`src/rtl/xs_pkg.sv`:
```
package xs_pkg;
  localparam int PHASE_W = 2;
  localparam int LAMP_W  = 2;

  typedef enum logic [PHASE_W-1:0] {
    PH_A_GO   = 2'b00,
    PH_A_WARN = 2'b01,
    PH_B_GO   = 2'b10,
    PH_B_WARN = 2'b11
  } phase_t;

  typedef enum logic [LAMP_W-1:0] {
    LAMP_GREEN  = 2'b00,
    LAMP_YELLOW = 2'b01,
    LAMP_RED    = 2'b10
  } lamp_t;
endpackage

```
`src/rtl/xs_phase_fsm.sv`:
```
module xs_phase_fsm
  import xs_pkg::*;
(
  input  logic   clk,
  input  logic   rst,
  input  logic   sense_a,
  input  logic   sense_b,
  output phase_t phase_q,
  output phase_t phase_d
);
  // next-phase logic: only the owning road's sensor is consulted
  always_comb begin
    phase_d = PH_A_GO;
    if (rst) begin
      phase_d = PH_A_GO;
    end else begin
      case (phase_q)
        PH_A_GO:   phase_d = sense_a ? PH_A_GO : PH_A_WARN;
        PH_A_WARN: phase_d = PH_B_GO;
        PH_B_GO:   phase_d = sense_b ? PH_B_GO : PH_B_WARN;
        PH_B_WARN: phase_d = PH_A_GO;
        default:   phase_d = PH_A_GO;
      endcase
    end
  end

  always_ff @(posedge clk) begin
    phase_q <= phase_d;
  end

  // a yellow phase never lasts more than one period
  p_a_warn_once_r4: assert property (@(posedge clk) disable iff (rst)
    (phase_q == PH_A_WARN) |=> (phase_q != PH_A_WARN));
  p_b_warn_once_r6: assert property (@(posedge clk) disable iff (rst)
    (phase_q == PH_B_WARN) |=> (phase_q != PH_B_WARN));
endmodule

```
`src/rtl/xs_lamp_decode.sv`:
```
module xs_lamp_decode
  import xs_pkg::*;
(
  input  logic   clk,
  input  logic   rst,
  input  phase_t phase_nxt,
  output lamp_t  lamp_a_q,
  output lamp_t  lamp_b_q
);
  lamp_t lamp_a_d;
  lamp_t lamp_b_d;

  // Moore decode of the upcoming phase, so registered lamps align with the phase
  always_comb begin
    lamp_a_d = LAMP_RED;
    lamp_b_d = LAMP_RED;
    case (phase_nxt)
      PH_A_GO:   begin lamp_a_d = LAMP_GREEN;  lamp_b_d = LAMP_RED;    end
      PH_A_WARN: begin lamp_a_d = LAMP_YELLOW; lamp_b_d = LAMP_RED;    end
      PH_B_GO:   begin lamp_a_d = LAMP_RED;    lamp_b_d = LAMP_GREEN;  end
      PH_B_WARN: begin lamp_a_d = LAMP_RED;    lamp_b_d = LAMP_YELLOW; end
      default:   begin lamp_a_d = LAMP_RED;    lamp_b_d = LAMP_RED;    end
    endcase
  end

  always_ff @(posedge clk) begin
    if (rst) begin
      lamp_a_q <= LAMP_GREEN;
      lamp_b_q <= LAMP_RED;
    end else begin
      lamp_a_q <= lamp_a_d;
      lamp_b_q <= lamp_b_d;
    end
  end
endmodule

```
`src/rtl/crossing_signal_ctrl.sv`:
```
module crossing_signal_ctrl
  import xs_pkg::*;
(
  input  logic              clk,
  input  logic              rst,
  input  logic              sense_a,
  input  logic              sense_b,
  output logic [LAMP_W-1:0] lamp_a,
  output logic [LAMP_W-1:0] lamp_b
);
  phase_t phase_q;
  phase_t phase_d;
  lamp_t  lamp_a_q;
  lamp_t  lamp_b_q;

  xs_phase_fsm u_fsm (
    .clk     (clk),
    .rst     (rst),
    .sense_a (sense_a),
    .sense_b (sense_b),
    .phase_q (phase_q),
    .phase_d (phase_d)
  );

  xs_lamp_decode u_lamps (
    .clk       (clk),
    .rst       (rst),
    .phase_nxt (phase_d),
    .lamp_a_q  (lamp_a_q),
    .lamp_b_q  (lamp_b_q)
  );

  assign lamp_a = lamp_a_q;
  assign lamp_b = lamp_b_q;

  // lamps follow the phase register
  p_lamp_tracks_phase_r1: assert property (@(posedge clk) disable iff (rst)
    (phase_q == PH_A_GO) |-> (lamp_a == LAMP_GREEN && lamp_b == LAMP_RED));

  p_reset_r10: assert property (@(posedge clk)
    rst |=> (lamp_a == LAMP_GREEN && lamp_b == LAMP_RED));

  p_hold_a_r2: assert property (@(posedge clk) disable iff (rst)
    (lamp_a == LAMP_GREEN && sense_a) |=> (lamp_a == LAMP_GREEN && lamp_b == LAMP_RED));

  p_a_yellow_r3: assert property (@(posedge clk) disable iff (rst)
    (lamp_a == LAMP_GREEN && !sense_a) |=> (lamp_a == LAMP_YELLOW && lamp_b == LAMP_RED));

  p_a_handover_r4: assert property (@(posedge clk) disable iff (rst)
    (lamp_a == LAMP_YELLOW) |=> (lamp_a == LAMP_RED && lamp_b == LAMP_GREEN));

  p_hold_b_r5: assert property (@(posedge clk) disable iff (rst)
    (lamp_b == LAMP_GREEN && sense_b) |=> (lamp_b == LAMP_GREEN && lamp_a == LAMP_RED));

  p_b_yellow_r6: assert property (@(posedge clk) disable iff (rst)
    (lamp_b == LAMP_GREEN && !sense_b) |=> (lamp_b == LAMP_YELLOW && lamp_a == LAMP_RED));

  p_b_handover_r6: assert property (@(posedge clk) disable iff (rst)
    (lamp_b == LAMP_YELLOW) |=> (lamp_a == LAMP_GREEN && lamp_b == LAMP_RED));

  p_no_bad_code_r7: assert property (@(posedge clk) disable iff (rst)
    (lamp_a != 2'b11) && (lamp_b != 2'b11));

  p_one_red_r8: assert property (@(posedge clk) disable iff (rst)
    (lamp_a == LAMP_RED) != (lamp_b == LAMP_RED));
endmodule

```
`config.mk`:
```
export PLATFORM = sky130hd
export DESIGN_NAME = crossing_signal_ctrl
export DESIGN_NICKNAME = d
export VERILOG_FILES = /design/src/rtl/xs_pkg.sv /design/src/rtl/xs_phase_fsm.sv /design/src/rtl/xs_lamp_decode.sv /design/src/rtl/crossing_signal_ctrl.sv
export SDC_FILE = /design/constraint.sdc
export NUM_CORES = 1
export LEC_CHECK = 0
export ABC_AREA = 0
export CAP_MARGIN = 20
export CORE_AREA = 2 2 39 41
export CTS_BUF_LIST = sky130_fd_sc_hd__clkbuf_8
export DETAILED_ROUTE_END_ITERATION = 8
export DIE_AREA = 0 0 41 43
export GPL_TIMING_DRIVEN = 0
export SYNTH_ARGS = -nofsm -noshare
export SYNTH_HDL_FRONTEND = slang
export SYNTH_SLANG_ARGS = --single-unit
```
`constraint.sdc`:
```
create_clock -name clk -period 1.66 [get_ports clk]
set_clock_uncertainty 0.2 [all_clocks]
set_input_delay 0.249 -clock clk [delete_from_list [all_inputs] [get_ports clk]]
set_output_delay 0.249 -clock clk [all_outputs]
set_load 0.01 [all_outputs]
```
* Word-level counts from Yosys, hierarchy flattened
Cells that the tools add are included.
Storage, ports and cells: register bits after elaboration 6, bits of input ports 4, output and inout bits 4, logic and storage cells 19
Cells by class: eq/ne operators 6, reductions and logical operators 4, multiplexer cells 6
Operators with widths (number):
- $pmux W2 S3 | 2
- $eq A2 B2 Y1 const B | 4
- $pmux W2 S4 | 1
- $eq A2 B1 Y1 const B | 2
- $logic_not A2 Y1 | 2
- $reduce_or A2 Y1 | 2
- $mux W1 | 2
- $mux W2 | 1

* Logic depth before layout (Yosys ltp)
depth in word-level cells 6, depth in mapped cells 4

* Modules after synthesis
From an unflattened synthesis, not the netlist that was laid out.
Unflattened totals: cell total of the unflattened synthesis 18, area, all modules 216.5 um^2
By module, submodules not included:
- xs_lamp_decode | seq. area each 80.1 um^2, area each 112.6 um^2, times used 1, cells an instance 8
- xs_phase_fsm | seq. area each 40.0 um^2, area each 103.8 um^2, times used 1, cells an instance 10

* Worst setup path after synthesis
No wires, ideal clock.
path type reg-to-reg, start point reg u_fsm.phase_q[0], end point reg u_lamps.lamp_a_q[0], path slack 268 ps, stages on the path, launching flop included 5, buffers on the path 0, clock period less this slack 1392 ps, arrival 1113 ps, required time 1381 ps, library setup time 79 ps, path through dfxtp_1 > inv_1 > ha_1 > or3b_4 > a211oi_2
Between the ends: word-level cells in the longest chain between the ends 6, elaborated cells between the ends (all ways) 12, classes of those cells eq/ne (6); mux (3); reduce/logical (3)
RTL lines:
- start, declared | RTL line xs_phase_fsm.sv:8 | output phase_t phase_q,
- start signal, assigned | RTL line xs_phase_fsm.sv:28 | phase_q <= phase_d;
- $eq A2 B2 Y1, or another cell as far along | RTL line xs_phase_fsm.sv:17 | case (phase_q)
- $pmux W2 S4 (*) | RTL line xs_phase_fsm.sv:17
- $mux W2 (*) | RTL line xs_phase_fsm.sv:14 | if (rst) begin
- $eq A2 B2 Y1 | RTL line xs_lamp_decode.sv:17 | case (phase_nxt)
- $reduce_or A2 Y1 (no line)
- $pmux W2 S3 (*) | RTL line xs_lamp_decode.sv:17
- end signal, assigned | RTL line xs_lamp_decode.sv:31 | lamp_a_q <= lamp_a_d;
- end, declared | RTL line xs_lamp_decode.sv:7 | output lamp_t lamp_a_q,
Mark *: on every way between the ends. The rest lies on a longest branch, timed or not. A chain may end at the register's enable or synchronous reset.

* Final worst setup path
start point reg u_lamps.lamp_b_q[0], end point out lamp_b[0]
RTL lines:
- start, declared | RTL line xs_lamp_decode.sv:8 | output lamp_t lamp_b_q
- start signal, assigned | RTL line xs_lamp_decode.sv:32 | lamp_b_q <= lamp_b_d;
- end, declared | RTL line crossing_signal_ctrl.sv:9 | output logic [LAMP_W-1:0] lamp_b
No word-level cell between the ends.

==> impl_metrics.yaml <==
pwr:
  ir_drop_mv: 0.586
  leakage_nw: 0.145
  p_per_area_mw_per_mm2: 1300
finish:
  syn_to_final_growth_pct: 63.3
  multi_input_area_um2: 72.6
  final_util_pct: 24.5
  antenna_cells: 0
  drive_gt1_share_pct: 21.4
  fill_cells: 157
  nets: 36
  seqCellArea_um2: 120
clock_network:
  cts.sinks: 6
  root_buffer: "clkbuf_8"
  cts_tree: "built"
  postCtsSetupBuffers: 0
  cts_buffer_depth: 2
  cts_resized: 0
  cts_made_buffers: 3
  clk_pin_slew_ns: 0.04
  ctsHoldBuffers: 0
  clock_latency_ns: 0.22
  htree_levels: 1
timing:
  setup_viol: 0
  grt_setup_unrepaired: "false"
  hold_viol_final: 0
  max_freq_mhz: 671
  holdWs_ns: 0.400
  drv_slew: 0
  finalSetupTns_ns: 0
  finalWorstPathRequiredPeriod_ns: 1.49
  period_share_pct: 89.7
  max_slew.worst_pin.slew_ns: 0.161
  relSlewSlack_pct: 89.3
grt:
  grt_pass1_wl_um: 607
  busiest_layer: "met3"
  antenna_found_initial: 0
  grt_usage_pct: 5.63
  grt_use_met1_pct: 5.16
  met3_usage_pct: 7.85
  grt_max_degree: 5
  use_met2_pct: 7.81
  grt_pass1_vias: 156
  gr-total-overflow: 0
floorplan:
  start_util_pct: 15.0
  die_height_um: 43
  row_count: 14
  ios: 8
  core_mm2: 0.00138
  die_area_mm2: 0.00176
  die_x_um: 41
routing:
  drt_iter0_drc: 4
  drt_wl_total_um: 341
  first_pass_iters: 4
  routedWlPerCell_um: 7.75
  route.vias.total: 148
  vias_per_cell: 3.36
  post-route-drc-count: 0
  ant_nets: 0
setup_path:
  cp-end-kind: "primary output"
  critPathMaxStageDelay_ns: 0.52
  crit_type: "reg2out"
  crit_family: "buffers and inverters"
  worstSetupStartpointType: "flip-flop"
  path_cells: "clkdlybuf4s50_1"
  worst-path-buf-inv: 1
  required_ns: 1.21
  cp_slowest_cell: "clkdlybuf4s50_1"
  crit_fanout: 1
  cp_data_arrival_time_ns: 1.04
logic_synthesis:
  synth_cells: 18
  yosys.area.top_type: "dfxtp_1"
  ys_seq_area_share_pct: 57.8
  ys_seq_elements: 6
  synthesis.area_um2: 208
  syn_nets: 24
  synth_area_leaders: "dfxtp_1, ha_1, a211oi_2, inv_1, or3b_4"
  avgSynthCellArea_um2: 11.5
  yosys_warnings: 0
  ys_types: 9
  synth_top_area_share_pct: 57.8
placed_design:
  gp_congestion: 0.586
  port_buffers: 7
outcome:
  outcome: "complete, no violations"
job:
  maxCapViolations: 0
hold_path:
  hold_class: "reg2reg"
==> final timing paths <==
| kind | start | end | slack, ns | cells after the start |
|---|---|---|---|---|
| worst max-delay path | u_lamps.lamp_b_q[0] | lamp_b[0] | 0.17 | 1 |
| worst min-delay path | u_fsm.phase_q[1] | u_lamps.lamp_a_q[0] | 0.40 | 3 |
| worst max register to register | u_fsm.phase_q[0] | u_lamps.lamp_a_q[0] | 0.20 | 4 |
| worst min register to register | u_fsm.phase_q[1] | u_lamps.lamp_a_q[0] | 0.40 | 3 |
==> area by class of cell <==
class	count	share of cell area [%]
Inverter	4	4.43
Multi-Input combinational cell	8	21.4
Tap cell	16	5.90
Sequential cell	6	35.4
Clock buffer	3	12.2
Timing Repair Buffer	7	20.7
==> state kept, by name, indices dropped and copies added (netlist names) <==
name,flops
u_fsm.phase_q,2
u_lamps.lamp_b_q,2
u_lamps.lamp_a_q,2
==> cell usage after synthesis <==
| cell | number |
|---|---|
| inv_1 | 3 |
| a211oi_2 | 1 |
| ha_1 | 2 |
| a21oi_1 | 2 |
| inv_2 | 1 |
| or2b_1 | 1 |
| dfxtp_1 | 6 |
| or3b_4 | 1 |
| nand2b_1 | 1 |
==> cells by family after synthesis <==
kind of cell | after synthesis | synth area share (%)
compound gates | 3 | 10.8
fa+ha+maj | 2 | 12.0
buf+inv | 4 | 7.23
flops | 6 | 57.8
simple gates | 3 | 12.1
==> per-layer routing <==
metal  wire [µm]  vias up
li1            -       76
met1         153       65
met2         147        7
met3          40        0
met4           0        0
met5           0        -
==> report_power, final <==
| part | leakage, nW | internal, mW | switching, mW |
|---|---|---|---|
| sequential | 0.0493 | 0.159 | 0.00359 |
| combinational | 0.0742 | 0.0343 | 0.0251 |
| clock | 0.0216 | 0.156 | 0.0621 |
| total | 0.145 | 0.349 | 0.0907 |
==> cell usage in the layout (no fill, tap or decap), drive strengths merged <==
cell type	Yosys	layout
or2b	1	1
nand2b	1	1
clkdlybuf4s50	0	7
a21oi	2	2
clkbuf	0	3
or3b	1	1
ha	2	2
a211oi	1	1
inv	4	4
dfxtp	6	6
==> through the flow <==
step	area (µm²)	worst slack, ns	power (mW)	std cells
2_1_floorplan	208	0.268	0.195	18
3_3_place_gp	298	0.124	0.225	41
3_5_place_dp	298	0.108	0.226	41
4_1_cts	339	0.164	0.445	44
5_1_grt	339	0.0874	0.467	44
6_report	339	0.170	0.440	44
Power figures use the tool's default switching activity.
